--- src/rtl/spi_reg_pkg.sv ---
package spi_reg_pkg;
  parameter int DATA_W = 16;              // register word width
  parameter int ADDR_W = 15;              // address bits; one more bit is the write flag
  parameter int PFX_W  = 8;               // command byte width
  localparam int ADDR_END = PFX_W + ADDR_W + 1;
  localparam int WR_END   = ADDR_END + DATA_W;
  localparam int TX_W     = 2 * DATA_W;
  localparam int CNT_W    = $clog2(WR_END + 1);

  typedef enum logic [1:0] {
    CMD_NONE   = 2'b00,
    CMD_WRITE  = 2'b01,
    CMD_READ   = 2'b10,
    CMD_STATUS = 2'b11
  } cmd_e;

  typedef struct packed {
    logic clear;
    logic shiftIn;
    logic shiftOut;
    logic loadTx;
    logic loadStatus;
    logic latchRd;
    logic latchWr;
    logic commitWr;
  } strobe_t;
endpackage

--- src/rtl/spi_reg_dp.sv ---
module spi_reg_dp
  import spi_reg_pkg::*;
#(
  parameter int SYNC_STAGES = 2,
  parameter logic [DATA_W-1:0] ID_WORD = 16'hA5C3
) (
  input  logic              clk,
  input  logic              rstN,
  input  logic              spiSclk,
  input  logic              spiCsN,
  input  logic              spiMosi,
  input  strobe_t           strb,
  output logic              sclkRise,
  output logic              sclkFall,
  output logic              csIdle,
  output logic [1:0]        pfxCode,
  output logic              wrFlagBit,
  output logic              spiMiso,
  output logic [ADDR_W-1:0] regAddr,
  output logic [DATA_W-1:0] regWdata,
  output logic              regWe,
  input  logic [DATA_W-1:0] regRdata
);
  localparam int N_SYNC = 3;

  logic [N_SYNC-1:0] rawIn, syncOut;
  assign rawIn = {spiMosi, spiCsN, spiSclk};

  genvar g;
  for (g = 0; g < N_SYNC; g++) begin : g_sync
    localparam logic RST_V = (g == 1) ? 1'b1 : 1'b0;
    logic [SYNC_STAGES-1:0] chain;
    always_ff @(posedge clk or negedge rstN) begin
      if (!rstN) chain <= {SYNC_STAGES{RST_V}};
      else       chain <= {chain[SYNC_STAGES-2:0], rawIn[g]};
    end
    assign syncOut[g] = chain[SYNC_STAGES-1];
  end

  logic sclkS, mosiS, sclkPrev;
  assign sclkS  = syncOut[0];
  assign csIdle = syncOut[1];
  assign mosiS  = syncOut[2];

  always_ff @(posedge clk or negedge rstN) begin
    if (!rstN) sclkPrev <= 1'b0;
    else       sclkPrev <= sclkS;
  end
  assign sclkRise = sclkS & ~sclkPrev;
  assign sclkFall = ~sclkS & sclkPrev;

  // receive shifter: the incoming bit completes the word in rxNext
  logic [DATA_W-2:0] rxShift;
  logic [DATA_W-1:0] rxNext;
  assign rxNext    = {rxShift, mosiS};
  assign pfxCode   = rxNext[PFX_W-1 -: 2];
  assign wrFlagBit = rxNext[ADDR_W];

  always_ff @(posedge clk or negedge rstN) begin
    if (!rstN)             rxShift <= '0;
    else if (strb.clear)   rxShift <= '0;
    else if (strb.shiftIn) rxShift <= rxNext[DATA_W-2:0];
  end

  // transmit shifter: two zero bytes then the word
  logic [TX_W-1:0] txShift;
  logic            misoReg;
  always_ff @(posedge clk or negedge rstN) begin
    if (!rstN) begin
      txShift <= '0;
      misoReg <= 1'b0;
    end else if (strb.clear) begin
      txShift <= '0;
      misoReg <= 1'b0;
    end else if (strb.loadTx) begin
      txShift <= {{DATA_W{1'b0}}, regRdata};
    end else if (strb.loadStatus) begin
      txShift <= {{DATA_W{1'b0}}, ID_WORD};
    end else if (strb.shiftOut) begin
      misoReg <= txShift[TX_W-1];
      txShift <= {txShift[TX_W-2:0], 1'b0};
    end
  end
  assign spiMiso = misoReg;

  // register bank side
  logic [ADDR_W-1:0] rdAddr, wrAddr;
  logic [DATA_W-1:0] wdataReg;
  logic              weReg;
  always_ff @(posedge clk or negedge rstN) begin
    if (!rstN) begin
      rdAddr   <= '0;
      wrAddr   <= '0;
      wdataReg <= '0;
      weReg    <= 1'b0;
    end else begin
      weReg <= strb.commitWr;
      if (strb.latchRd)  rdAddr <= rxNext[ADDR_W-1:0];
      if (strb.latchWr)  wrAddr <= rxNext[ADDR_W-1:0];
      if (strb.commitWr) wdataReg <= rxNext;
    end
  end
  assign regAddr  = weReg ? wrAddr : rdAddr;
  assign regWdata = wdataReg;
  assign regWe    = weReg;

  p_we_single_r7: assert property (@(posedge clk) disable iff (!rstN)
    regWe |=> !regWe);
  p_miso_idle_r8: assert property (@(posedge clk) disable iff (!rstN)
    csIdle |=> !spiMiso);
  p_tx_lead_zero_r4: assert property (@(posedge clk) disable iff (!rstN)
    (strb.loadTx || strb.loadStatus) |=> (txShift[TX_W-1 -: DATA_W] == '0));
endmodule

--- src/rtl/spi_reg_ctrl.sv ---
module spi_reg_ctrl
  import spi_reg_pkg::*;
(
  input  logic       clk,
  input  logic       rstN,
  input  logic       sclkRise,
  input  logic       sclkFall,
  input  logic       csIdle,
  input  logic [1:0] pfxCode,
  input  logic       wrFlagBit,
  output strobe_t    strb
);
  logic [CNT_W-1:0] bitCnt;
  cmd_e             cmd;
  logic             wrFlag;
  logic             done;

  logic atPfx, atAddr, atEnd;
  assign atPfx  = (bitCnt == CNT_W'(PFX_W - 1));
  assign atAddr = (bitCnt == CNT_W'(ADDR_END - 1));
  assign atEnd  = (bitCnt == CNT_W'(WR_END - 1));

  always_comb begin
    strb = '0;
    if (csIdle) begin
      strb.clear = 1'b1;
    end else begin
      if (sclkRise && !done) begin
        strb.shiftIn = 1'b1;
        if (atPfx) begin
          strb.loadTx     = (pfxCode == CMD_READ);
          strb.loadStatus = (pfxCode == CMD_STATUS);
        end
        if (cmd == CMD_WRITE && atAddr) begin
          strb.latchWr = wrFlagBit;
          strb.latchRd = !wrFlagBit;
        end
        if (cmd == CMD_WRITE && wrFlag && atEnd) strb.commitWr = 1'b1;
      end
      if (sclkFall && (cmd == CMD_READ || cmd == CMD_STATUS)) strb.shiftOut = 1'b1;
    end
  end

  always_ff @(posedge clk or negedge rstN) begin
    if (!rstN) begin
      bitCnt <= '0;
      cmd    <= CMD_NONE;
      wrFlag <= 1'b0;
      done   <= 1'b0;
    end else if (csIdle) begin
      bitCnt <= '0;
      cmd    <= CMD_NONE;
      wrFlag <= 1'b0;
      done   <= 1'b0;
    end else if (sclkRise && !done) begin
      bitCnt <= bitCnt + 1'b1;
      if (atPfx) begin
        cmd <= cmd_e'(pfxCode);
        if (pfxCode == CMD_NONE) done <= 1'b1;
      end
      if (cmd == CMD_WRITE && atAddr) begin
        wrFlag <= wrFlagBit;
        if (!wrFlagBit) done <= 1'b1;
      end
      if (atEnd) done <= 1'b1;
    end
  end

  p_strobes_exclusive_r1: assert property (@(posedge clk) disable iff (!rstN)
    $onehot0({strb.loadTx, strb.loadStatus, strb.latchRd, strb.latchWr, strb.commitWr}));
  p_abort_resets_r6: assert property (@(posedge clk) disable iff (!rstN)
    csIdle |=> (bitCnt == '0 && !done && cmd == CMD_NONE));
  p_done_freezes_r7: assert property (@(posedge clk) disable iff (!rstN)
    (done && !csIdle) |=> $stable(bitCnt));
endmodule

--- src/rtl/spi_reg_slave.sv ---
module spi_reg_slave
  import spi_reg_pkg::*;
#(
  parameter int SYNC_STAGES = 2,
  parameter logic [DATA_W-1:0] ID_WORD = 16'hA5C3
) (
  input  logic              clk,
  input  logic              rstN,
  input  logic              spiSclk,
  input  logic              spiCsN,
  input  logic              spiMosi,
  output logic              spiMiso,
  output logic [ADDR_W-1:0] regAddr,
  output logic [DATA_W-1:0] regWdata,
  output logic              regWe,
  input  logic [DATA_W-1:0] regRdata
);
  strobe_t    strb;
  logic       sclkRise, sclkFall, csIdle, wrFlagBit;
  logic [1:0] pfxCode;

  spi_reg_ctrl u_ctrl (
    .clk(clk), .rstN(rstN), .sclkRise(sclkRise), .sclkFall(sclkFall),
    .csIdle(csIdle), .pfxCode(pfxCode), .wrFlagBit(wrFlagBit), .strb(strb)
  );

  spi_reg_dp #(.SYNC_STAGES(SYNC_STAGES), .ID_WORD(ID_WORD)) u_dp (
    .clk(clk), .rstN(rstN), .spiSclk(spiSclk), .spiCsN(spiCsN), .spiMosi(spiMosi),
    .strb(strb), .sclkRise(sclkRise), .sclkFall(sclkFall), .csIdle(csIdle),
    .pfxCode(pfxCode), .wrFlagBit(wrFlagBit), .spiMiso(spiMiso),
    .regAddr(regAddr), .regWdata(regWdata), .regWe(regWe), .regRdata(regRdata)
  );
endmodule

--- config.mk ---
export PLATFORM = sky130hd
export DESIGN_NAME = spi_reg_slave
export DESIGN_NICKNAME = d
export VERILOG_FILES = /design/src/rtl/spi_reg_pkg.sv /design/src/rtl/spi_reg_dp.sv /design/src/rtl/spi_reg_ctrl.sv /design/src/rtl/spi_reg_slave.sv
export SDC_FILE = /design/constraint.sdc
export NUM_CORES = 1
export LEC_CHECK = 0
export ABC_AREA = 1
export BUFFER_PORTS_ARGS = -buffer_cell sky130_fd_sc_hd__buf_2
export CAP_MARGIN = 40
export CORE_MARGIN = 8
export CORE_UTILIZATION = 30
export CTS_CLUSTER_SIZE = 30
export DETAILED_ROUTE_END_ITERATION = 10
export PLACE_DENSITY = 0.57
export SKIP_LAST_GASP = 1
export SLEW_MARGIN = 25
export SYNTH_ARGS = -nofsm -noshare
export SYNTH_HDL_FRONTEND = slang
export SYNTH_SLANG_ARGS = --single-unit
--- constraint.sdc ---
create_clock -name clk -period 1.43 [get_ports clk]
set_input_delay 0.286 -clock clk [delete_from_list [all_inputs] [get_ports clk]]
set_output_delay 0.286 -clock clk [all_outputs]
set_load 0.01 [all_outputs]
=== Word level (Yosys, flattened, before mapping) ===
Index checks and enable logic that the tools add are counted.

* Register bits after elaboration: 112
* Output and inout port bits: 33
* Logic and storage cells: 82

* Add/sub/neg operators: 1
* Equality and inequality tests: 10
* Multiplexer cells: 34
* Bitwise gates (word level): 4
* Reductions and logical operators: 18

{| class="wikitable"
|+ Operators by type and width
! kind !! count
|-
| 32-bit two-way mux || 4
|-
| 15-bit two-way mux || 3
|-
| 1-bit two-way mux || 18
|-
| 6-bit two-way mux || 2
|-
| 2-bit two-way mux || 5
|-
| 2-bit nonzero test || 5
|-
| 2-bit == test, second input constant || 4
|-
| 7-bit two-way mux || 1
|-
| 6-bit by 1-bit adder with 6-bit output, second input constant || 1
|-
| 6-bit by 3-bit == test with 1-bit output, second input constant || 1
|-
| 6-bit by 5-bit == test with 1-bit output, second input constant || 1
|-
| 6-bit == test, second input constant || 1
|-
| 1-bit logical AND || 5
|-
| 5-bit two-way mux || 1
|-
| 2-bit by 1-bit inequality test with 1-bit output, second input constant || 2
|-
| 2-bit AND reduction || 2
|-
| 4-bit nonzero test || 1
|-
| 3-bit AND reduction || 1
|-
| 1-bit bitwise AND || 2
|-
| 2-bit by 1-bit == test with 1-bit output, second input constant || 1
|-
| 1-bit logical NOT || 2
|-
| 2-bit logical NOT || 1
|-
| 1-bit inverter || 2
|-
| 1-bit logical OR || 1
|}

=== Longest topological paths before layout ===
* Depth after elaboration: 10
* Gate-level depth with buffers: 10
* Gate-level depth less buffers: 9

=== Cells and area by module ===
A second synthesis with hierarchy kept.

* Cell total of the unflattened synthesis: 533
* Area, all modules: 4892.2 um^2

{| class="wikitable"
|+ By module, submodules not included
! module !! times used !! cells an instance !! area an instance (um^2)
|-
| spi_reg_dp || 1 || 449 || 4242.8
|-
| spi_reg_ctrl || 1 || 84 || 649.4
|}

=== Worst setup path after synthesis ===
No wires, ideal clock.

* Path type: flip-flop to output port
* From: register u_dp.weReg, in the netlist u_dp.regWe
* To: output regAddr[10]
* Arrival time: 1.224 ns
* Data required time: 1.144 ns
* Path slack: -0.080 ns
* Stages on the path, launching flop included: 4
* Path through: dfrtp_1 clkbuf_1 buf_2 mux2_2

* Cells in the longest elaborated chain, start to end: 1

{| class="wikitable"
|+ Ends and longest elaborated chain
! item !! line !! source
|-
| start, declared || spi_reg_dp.sv:89 || <nowiki>logic weReg;</nowiki>
|-
| start signal, assigned || spi_reg_dp.sv:97 || <nowiki>weReg <= strb.commitWr;</nowiki>
|-
| 15-bit two-way mux || spi_reg_dp.sv:103 || <nowiki>assign regAddr = weReg ? wrAddr : rdAddr;</nowiki>
|-
| end, declared || spi_reg_slave.sv:13 || <nowiki>output logic [ADDR_W-1:0] regAddr,</nowiki>
|}

No other way between the ends.

=== Worst setup path in the final report ===
* From: register u_dp.weReg, in the netlist u_dp.regWe
* To: output regAddr[14]

Same word-level chain as after synthesis.

==> impl_results.md <==
- Area leader, netlist: dfrtp_1
- DIE AREA: 20200 sq um
- Vias: 3847
- Final setup margin: -0.222 ns
- Slew Limit Fails: 0
- CTS tree: built
- Minimum clock period: 1.65 ns
- Top post-synthesis cells by area: dfrtp_1, nand2_1, nand3_1, o21ai_0, inv_1
- Synth warn: 0
- Total gr overflow: 0
- I/O pin count: 54
- Layout cells sized above 1: 40.7%
- Net Count, Synth: 532
- Die Y: 142 microns
- DRT antenna net count: 0
- Clk root buf: clkbuf_16
- Hold path cells: 1
- Worst rel slew slack: 67.7%
- Clk Latency, worst-skew pair: 0.36 ns
- Post-Syn Instances: 510
- Hold Crit Class: input pin to register
- Worst slew pin tran: 0.485 ns
- Seq/Total Area, Yosys: 58.7%
- Layout Nets: 630
- Initial Util: 30.4%
- Synthesized area: 4780 sq um
- Yosys reg bits: 112
- Reg2reg start: u_ctrl.bitCnt[1]
- Setup tns final: -11.38 ns
- P_leak: 3.28 nW
- Critical path data required time: 1.14 ns
- Initial antenna violation count: 0
- Final Instance Count excl. Fillers: 828
- Hold Fails Final Rpt: 0
- Layout Skew: 0.00847 ns
- VDD IR max: 0.590 mV
- EDFF count, synth: 0
- Post-DP HPWL: 7.63 mm
- Ys async rst share: 100%
- Drt total wl: 12.3 mm
- Final setup viols: 94
- Worst R2R Path Depth: 8
- CTS buffer count: 9
- Reg2Reg Capture Point: u_dp.rdAddr[10]
- Placed insts: 794
- CP Max Fanout: 8
- H-tree depth: 3
- Final Cycle Share: 116%
- Yosys cell types: 30
- Worst Setup Path Type: register to output port
- CP startpoint kind: register
- Area added between synthesis and finish: 44.3%
- GPL Wtd Cong: 0.789
- FF-to-FF setup slack: -0.17 ns
- Fill cells: 1423
- Initial DRC count: 288
- N_diodes: 0
- Max_cap viols: 0
- Clock slew at reported path FFs: 0.07 ns
- Number of global-route vias before repair: 3898
- Violated checks: negative setup slack
- Die X: 142 microns
- Pre-CTS setup slack: -0.0981 ns
- Pin count of the biggest net entering global routing: 37
- TritonRoute pass-1 iters: 4
- Arr. time, crit path: 1.37 ns
- First-pass GRT wire length: 20.1 mm
- Run status: finished with violations
- # DRC: 0
- Max Fclk: 0.605 GHz
- Routed vias/inst: 4.65
- Row cnt: 46
- Synth top area share: 57.6%
- Worst Hold Path EP: u_dp.g_sync[1].chain[0]
- CP endpoint kind: output port
- Port buffer count: 53
- DR WL/cell: 14.8 microns
- Core Region: 15700 sq um
- Pwr Density: 866 nW/um^2
- Total track usage: 12.5%
- Primary FF master, synth: dfrtp_1
- Syn Area/Cell: 9.37 sq um
- Hold Crit Start: spiCsN
- RSZ-0062 raised after global routing: yes
- Clock sink count: 112
- Clock buffer depth: 2
## report_power, final
| group | switching (W) | internal, W | total (W) |
|---|---|---|---|
| Combinational | 0.000206 | 0.000139 | 0.000345 |
| Clock | 0.00117 | 0.00124 | 0.00241 |
| Sequential | 0.0000238 | 0.00320 | 0.00322 |
## per-stage QoR
stage	hold slack (ns)	area (sq um)	utilization [%]	total power, W
final	0.0265	6890	43.9	0.00597
after global routing	0.0123	6890	43.9	0.00621
after CTS	0.0160	6590	41.9	0.00601
after detailed placement	0.284	5630	35.9	0.00360
after global placement	0.270	5630	35.9	0.00359
after floorplan	-0.00959	4800	-	0.00339
## timing repair
item,4_1_cts,5_1_grt
endpoints found under the hold margin,28,0
resized for setup,128,70
setup buffers,8,4
gates cloned,7,0
hold buffers,1,0
pin swaps,8,8
endpoints found under the setup margin,86,114
## cell usage after synthesis (3+ instances only)
library cell and instances:
a21oi_1 4, buf_2 13, clkbuf_1 7, dfrtp_1 110, inv_1 55, mux2_2 15
nand2_1 135, nand3_1 57, nand3_2 3, nor2_1 11, o21ai_0 46, o21ai_1 11
o22ai_1 14, o31ai_1 7
## cell type report
type	count	area (sq um)	share of cell area, %
Clock buffer	10	239	3.47
Clock inverter	5	41.3	0.599
Inverter	56	210	3.05
Multi-Input combinational cell	316	2170	31.4
Sequential cell	112	2810	40.7
Tap cell	216	270	3.92
Timing Repair Buffer	113	1160	16.9
## cells by family (layout without fill, tap and decap cells)
kind of cell,Yosys count,in the layout,synth area share (%)
AND/OR/NAND/NOR,217,217,20.7
flip-flops,112,112,58.7
AO/OA/AOI/OAI,83,83,9.66
buffers and inverters,82,184,7.12
multiplexers,15,15,3.53
adder cells (fa/ha/maj),1,1,0.262
## cells in the final DEF, fill, tap and decap left out, types with 4 or more instances in the layout
cell type,netlist,layout
nand3_2,3,8
a21oi_1,4,4
o21ai_1,11,23
nand2_1,135,85
nand3_1,57,48
nand2_2,2,34
o21ai_0,46,15
nor2_1,11,7
buf_6,1,27
inv_1,55,55
buf_12,0,13
clkbuf_16,0,9
o22ai_1,14,14
buf_2,13,37
buf_16,0,7
buf_4,2,28
dfrtp_1,110,110
nand3_4,2,6
nand2_4,1,17
o21ai_2,0,19
mux2_4,0,15
o31ai_2,0,5
## worst max path at each step
stage,start,to,cells after the start
after floorplan,u_ctrl.bitCnt[0],u_dp.txShift[13],8
after global placement,u_dp.g_sync[1].chain[1],u_dp.txShift[15],10
after detailed placement,u_ctrl.bitCnt[1],u_dp.wrAddr[13],6
after CTS,u_dp.regWe,regAddr[10],3
after global routing,u_ctrl.bitCnt[1],u_dp.rdAddr[10],8
final,u_dp.regWe,regAddr[14],3
## worst max-delay path: stages (launching register included)
cell     delay [ns]
dfrtp_1        0.38
buf_6          0.18
mux2_4         0.33
buf_6          0.12
## layer usage
| layer | up-vias | part of all wire, % | global-route usage [%] |
|---|---|---|---|
| met1 | 1894 | 45 | 16.0 |
| met2 | 76 | 49 | 19.6 |
| li1 | 1860 | - | - |
| met5 | - | 0 | 0 |
| met3 | 17 | 4.7 | 3.56 |
| met4 | 0 | 1.9 | 4.69 |
## registers in the layout, summed over array words and instances (netlist names)
register / flops
u_ctrl.bitCnt: 6
u_ctrl.cmd: 2
u_ctrl.done: 1
u_ctrl.wrFlag: 1
u_dp.g_sync.chain: 6
u_dp.rdAddr: 15
u_dp.regWdata: 16
u_dp.regWe: 1
u_dp.rxShift: 15
u_dp.sclkPrev: 1
u_dp.spiMiso: 1
u_dp.txShift: 32
u_dp.wrAddr: 15
No activity file was read; power rests on OpenSTA's default activity.
